`src/rtl/uart485_pkg.sv`:
```
package uart485_pkg;
  typedef struct packed {
    logic load;   // pop the queue head into the shift register
    logic shift;  // advance the shift register by one bit
  } txStrobe_t;

  typedef enum logic [1:0] {
    ST_IDLE,
    ST_SETUP,
    ST_SEND
  } txState_t;
endpackage

```
`src/rtl/tx_datapath.sv`:
```
module tx_datapath
  import uart485_pkg::*;
#(
  parameter int DATA_W = 8,
  parameter int DEPTH  = 16
) (
  input  logic              clk,
  input  logic              rstN,
  input  logic              fifoEn,
  input  logic              wrEn,
  input  logic [DATA_W-1:0] wrData,
  input  txStrobe_t         strobe,
  output logic              txLine,
  output logic              queueEmpty,
  output logic              overflow
);
  localparam int AW      = (DEPTH > 1) ? $clog2(DEPTH) : 1;
  localparam int CW      = $clog2(DEPTH + 1);
  localparam int FRAME_W = DATA_W + 2;

  logic [DATA_W-1:0]  mem [DEPTH];
  logic [AW-1:0]      rdPtr, wrPtr;
  logic [CW-1:0]      count, cap;
  logic [FRAME_W-1:0] shiftReg;
  logic               accept;

  // Bypass mode limits the same storage to one entry: the holding slot.
  assign cap    = fifoEn ? CW'(DEPTH) : CW'(1);
  assign accept = wrEn && ((count < cap) || strobe.load);

  always_ff @(posedge clk) begin
    if (accept) mem[wrPtr] <= wrData;
  end

  always_ff @(posedge clk or negedge rstN) begin
    if (!rstN) begin
      rdPtr    <= '0;
      wrPtr    <= '0;
      count    <= '0;
      overflow <= 1'b0;
    end else begin
      if (accept) wrPtr <= (wrPtr == AW'(DEPTH - 1)) ? '0 : wrPtr + 1'b1;
      if (strobe.load) rdPtr <= (rdPtr == AW'(DEPTH - 1)) ? '0 : rdPtr + 1'b1;
      if (accept && !strobe.load) count <= count + 1'b1;
      else if (!accept && strobe.load) count <= count - 1'b1;
      if (wrEn && !accept) overflow <= 1'b1;
    end
  end

  always_ff @(posedge clk or negedge rstN) begin
    if (!rstN) shiftReg <= '1;
    else if (strobe.load) shiftReg <= {1'b1, mem[rdPtr], 1'b0};
    else if (strobe.shift) shiftReg <= {1'b1, shiftReg[FRAME_W-1:1]};
  end

  assign txLine     = shiftReg[0];
  assign queueEmpty = (count == '0);

  AST_OVF_STICKY: assert property (@(posedge clk) disable iff (!rstN)
    overflow |=> overflow);
  AST_FILL_LIMIT: assert property (@(posedge clk) disable iff (!rstN)
    count <= CW'(DEPTH));
  AST_POP_NONEMPTY: assert property (@(posedge clk) disable iff (!rstN)
    strobe.load |-> count != '0);
endmodule

```
`src/rtl/tx_control.sv`:
```
module tx_control
  import uart485_pkg::*;
#(
  parameter int DATA_W        = 8,
  parameter int TICKS_PER_BIT = 16,
  parameter int SETUP_BITS    = 1
) (
  input  logic      clk,
  input  logic      rstN,
  input  logic      baudTick,
  input  logic      queueEmpty,
  input  logic      txLine,
  output txStrobe_t strobe,
  output logic      drvEn,
  output logic      busy,
  output logic      txIdle
);
  localparam int FRAME_BITS  = DATA_W + 2;
  localparam int BW          = $clog2(FRAME_BITS);
  localparam int SETUP_TICKS = TICKS_PER_BIT * SETUP_BITS;
  localparam int TW          = (SETUP_TICKS > 1) ? $clog2(SETUP_TICKS) : 1;

  txState_t      state, stateNext;
  logic [TW-1:0] tickCnt, tickNext;
  logic [BW-1:0] bitCnt, bitNext;
  logic          lastTick;

  assign lastTick = baudTick &&
    (tickCnt == ((state == ST_SETUP) ? TW'(SETUP_TICKS - 1) : TW'(TICKS_PER_BIT - 1)));

  always_comb begin
    stateNext = state;
    tickNext  = tickCnt;
    bitNext   = bitCnt;
    strobe    = '0;
    case (state)
      ST_IDLE: begin
        if (!queueEmpty) begin
          stateNext = ST_SETUP;
          tickNext  = '0;
        end
      end
      ST_SETUP: begin
        if (lastTick) begin
          stateNext   = ST_SEND;
          strobe.load = 1'b1;
          tickNext    = '0;
          bitNext     = '0;
        end else if (baudTick) begin
          tickNext = tickCnt + 1'b1;
        end
      end
      ST_SEND: begin
        if (lastTick) begin
          tickNext = '0;
          if (bitCnt == BW'(FRAME_BITS - 1)) begin
            bitNext = '0;
            if (!queueEmpty) strobe.load = 1'b1;
            else stateNext = ST_IDLE;
          end else begin
            strobe.shift = 1'b1;
            bitNext      = bitCnt + 1'b1;
          end
        end else if (baudTick) begin
          tickNext = tickCnt + 1'b1;
        end
      end
      default: stateNext = ST_IDLE;
    endcase
  end

  always_ff @(posedge clk or negedge rstN) begin
    if (!rstN) begin
      state   <= ST_IDLE;
      tickCnt <= '0;
      bitCnt  <= '0;
    end else begin
      state   <= stateNext;
      tickCnt <= tickNext;
      bitCnt  <= bitNext;
    end
  end

  assign drvEn  = (state != ST_IDLE);
  assign busy   = (state == ST_SEND);
  assign txIdle = (state == ST_IDLE) && queueEmpty;

  AST_LINE_IDLE_HIGH: assert property (@(posedge clk) disable iff (!rstN)
    !busy |-> txLine);
  AST_DE_BEFORE_START: assert property (@(posedge clk) disable iff (!rstN)
    $rose(busy) |-> $past(drvEn));
  AST_RELEASE_EMPTY: assert property (@(posedge clk) disable iff (!rstN)
    $fell(drvEn) |-> (queueEmpty && txLine));
  AST_IDLE_QUIET: assert property (@(posedge clk) disable iff (!rstN)
    txIdle |-> (txLine && !drvEn));
endmodule

```
`src/rtl/uart485_tx.sv`:
```
module uart485_tx
  import uart485_pkg::*;
#(
  parameter int DATA_W        = 8,
  parameter int FIFO_DEPTH    = 16,
  parameter int TICKS_PER_BIT = 16,
  parameter int SETUP_BITS    = 1
) (
  input  logic              clk,
  input  logic              rstN,
  input  logic              baudTick,
  input  logic              fifoEn,
  input  logic              wrEn,
  input  logic [DATA_W-1:0] wrData,
  output logic              txOut,
  output logic              drvEn,
  output logic              rxEnN,
  output logic              txEmpty,
  output logic              busy,
  output logic              txIdle,
  output logic              overflow
);
  txStrobe_t strobe;
  logic      queueEmpty;

  tx_datapath #(.DATA_W(DATA_W), .DEPTH(FIFO_DEPTH)) u_dp (
    .clk(clk), .rstN(rstN), .fifoEn(fifoEn), .wrEn(wrEn), .wrData(wrData),
    .strobe(strobe), .txLine(txOut), .queueEmpty(queueEmpty), .overflow(overflow)
  );

  tx_control #(.DATA_W(DATA_W), .TICKS_PER_BIT(TICKS_PER_BIT), .SETUP_BITS(SETUP_BITS)) u_ctl (
    .clk(clk), .rstN(rstN), .baudTick(baudTick), .queueEmpty(queueEmpty),
    .txLine(txOut), .strobe(strobe), .drvEn(drvEn), .busy(busy), .txIdle(txIdle)
  );

  // Receive is enabled (low) exactly while the driver is off.
  assign rxEnN   = drvEn;
  assign txEmpty = queueEmpty;
endmodule

```
`config.mk`:
```
export PLATFORM = sky130hd
export DESIGN_NAME = uart485_tx
export DESIGN_NICKNAME = d
export VERILOG_FILES = /design/src/rtl/uart485_pkg.sv /design/src/rtl/tx_datapath.sv /design/src/rtl/tx_control.sv /design/src/rtl/uart485_tx.sv
export SDC_FILE = /design/constraint.sdc
export NUM_CORES = 1
export LEC_CHECK = 0
export BUFFER_PORTS_ARGS = -buffer_cell sky130_fd_sc_hd__buf_2
export CORE_MARGIN = 2
export CORE_UTILIZATION = 25
export CTS_CLUSTER_DIAMETER = 40
export DETAILED_ROUTE_END_ITERATION = 7
export PLACE_DENSITY = 0.5
export SYNTH_ARGS = -nofsm -noshare
export SYNTH_HDL_FRONTEND = slang
export SYNTH_HIERARCHICAL = 1
export SYNTH_SLANG_ARGS = --single-unit
```
`constraint.sdc`:
```
create_clock -name clk -period 8.6 [get_ports clk]
set_clock_uncertainty 0.15 [all_clocks]
set_input_delay 0.86 -clock clk [delete_from_list [all_inputs] [get_ports clk]]
set_output_delay 0.86 -clock clk [all_outputs]
set_load 0.05 [all_outputs]
```
==> metrics <==
status=finished clean; asr flop ratio synth=0.205; crit path kind=flop to flop; Yosys warning count=6; port bufs=19; gp weighted congestion=roughly 0.75; post-synthesis sequential area ratio=0.674; H-Tree Depth=4; Crit Path Max Fanout=17; IO Pins=20; detailed placement HPWL=about 9300 um; Vias=3,609; Pins Over Slew Limit=0; effective utilization at floorplan=0.256; setup violators final=0; Post-layout nets=471; Netlist cell types=50; Die Y-Extent=171 um; number of enable flip-flop cells after synthesis=about 130; DRT Wirelength=~14,000 um; Leakage Power=2.70 nW; Synth area leaders=edfxtp_1 55%, dfrtp_1 8.7%, mux4_2 7.8%; Rel. slew slack=0.370; DR vias/cell=4.39; Clock Latency Late Sink=between 400 and 500 ps; root buf cell=clkbuf_16; initial antenna violation count=1; crit path DAT=approximately 4100 ps; Cell Area, Synth=between 6000 and 7000 um^2; Post-CTS Setup Bufs=0; Row Count=60; Detail Route Antenna Nets=0; Core Box Area=~27,000 um^2; Tmin final=3980 ps; Die Width=approximately 170 um; max-cap viol count=0; commonest cells after routing, fill and taps aside=128 x edfxtp_1, 24 x dfrtp_1, 24 x mux4_2; Peak VDD IR=roughly 0.090 mV; most common cell after layout, fill and taps aside=edfxtp_1; PwrDens=247 nW/um^2; crit start category=flop; drt pass-1 iters=6; cts bufs inserted=17; most common flop cell mapped by yosys=edfxtp_1; total congestion overflow=0; Post-route DRC=0; Die ar.=29,100 um^2; Worst-Margin Slew=roughly 940 ps; Syn Area/Cell=roughly 17 um^2; Synth area leader=edfxtp_1; CTS tree=yes; Mapped Cells=between 400 and 500; Layout area overhead=15.4%; # resized after CTS=0; Final Hold Viols=0; first-pass GRT wire length=22,300 um; HP Class=flop to flop; vias in the first global route=around 3,800; CTS Hold Bufs=0; WL/cell=17.4 um; area share of the largest cell type after synthesis=0.554; hold_ws=~350 ps; final period utilization=0.462; Seq cells post-synth=around 160; syn nets=447; Clock Pin Slew Worst Setup and Hold Paths=around 70 ps; critical path required time=between 8000 and 9000 ps; Initial DRC Count=roughly 260; # diodes=0; CP endpoint kind=flop; Fin Setup TNS=0 ps; global-route total usage across every layer=0.105; FMAX=0.252 GHz; RSZ-0062 raised after global routing=no; Clock Tree Buf Depth=2; largest net degree at the start of global routing=34; clock sink total=around 160; proportion of layout cells with a drive suffix above 1=0.253
==> registers in the layout (all words and copies together), names as in the netlist <==
| name | cells |
|---|---|
| u_dp/mem | 128 |
| u_dp/shiftReg | 9 |
| u_dp/count | 5 |
| u_ctl/bitCnt | 4 |
| u_ctl/tickCnt | 4 |
| u_dp/rdPtr | 4 |
| u_dp/wrPtr | 4 |
| u_ctl/state | 2 |
| u_dp/overflow | 1 |
==> Yosys cell counts, types with 5 or more instances <==
cell type,n
a21oi_1,12
and3_1,10
buf_2,5
clkbuf_1,6
dfrtp_1,24
dfstp_2,9
edfxtp_1,128
ha_1,18
inv_1,12
mux2_2,10
mux2i_1,23
mux4_2,24
nand2_1,15
nand3_1,8
nor2_1,9
nor2b_1,8
nor3b_1,5
o21ai_0,19
o21ai_1,9
o22a_1,7
xnor2_1,5
==> stage by stage <==
| stage | cell area, um^2 | utilization | setup slack, ps | total power, W | std cells |
|---|---|---|---|---|---|
| 2_1_floorplan | 6940 | - | 4320 | 0.00119 | 415 |
| 3_3_place_gp | 7450 | 0.275 | 4690 | 0.00126 | 792 |
| 3_5_place_dp | 7450 | 0.275 | 4580 | 0.00127 | 792 |
| 4_1_cts | 8010 | 0.296 | 4620 | 0.00200 | 823 |
| 5_1_grt | 8010 | 0.296 | 4270 | 0.00207 | 823 |
| 6_report | 8010 | 0.296 | 4620 | 0.00198 | 823 |
==> layout make-up <==
class	count	area (um^2)
Fill cell	2639	19100
Sequential cell	161	4680
Multi-Input combinational cell	222	2130
Tap cell	372	465
Clock buffer	19	433
Clock inverter	12	125
Timing Repair Buffer	23	125
Inverter	14	52.6
==> cells by family after synthesis <==
group,after synthesis,synth area share
and+or+nand+nor,75,0.0649
AOI/OAI and AO/OA,60,0.0534
DFF,161,0.674
xor gates and xnor gates,7,0.00883
muxes,61,0.141
adders and majority gates,19,0.0353
buffers and inverters,32,0.0225
==> per-layer routing <==
metal,track usage,part of all wire,vias up
met3,0.0285,0.040,16
met2,0.172,0.50,50
met5,0,0.00049,-
li1,-,-,1658
met1,0.135,0.44,1883
met4,0.0372,0.013,2
==> final timing paths <==
| kind | cells after the start | end | slack (ps) | startpoint |
|---|---|---|---|---|
| setup reg to reg | 17 | u_dp/count[4] | 4620 | u_ctl/state[0] |
| max in group asynchronous | 1 | u_ctl/bitCnt[1] | 7410 | rstN |
| min in group asynchronous | 1 | u_dp/count[1] | 380 | rstN |
| hold / removal | 1 | u_dp/count[4] | 350 | u_dp/count[4] |
| setup / recovery | 17 | u_dp/count[4] | 4620 | u_ctl/state[0] |
| hold reg to reg | 1 | u_dp/count[4] | 350 | u_dp/count[4] |
==> power by group <==
part | total [W] | internal [W] | switching (W) | leakage [nW]
clock | 0.000722 | 0.000405 | 0.000317 | 0.269
combinational | 0.000310 | 0.000123 | 0.000187 | 0.876
sequential | 0.000949 | 0.000904 | 0.0000443 | 1.55
==> critical path, cell delays in order (launching register included) <==
cell and delay [ps]:
dfrtp_1 410, inv_1 110, ha_1 320, nor3b_1 220, nor2_1 70, nor3_2 150, buf_4 230, inv_2 100
a21boi_1 170, and2_1 430, ha_1 270, inv_1 100, fa_1 420, a21o_1 190, a21oi_1 170, xnor2_1 130
nor2_1 60, xor2_1 140
(Power assumes the default switching activity.)
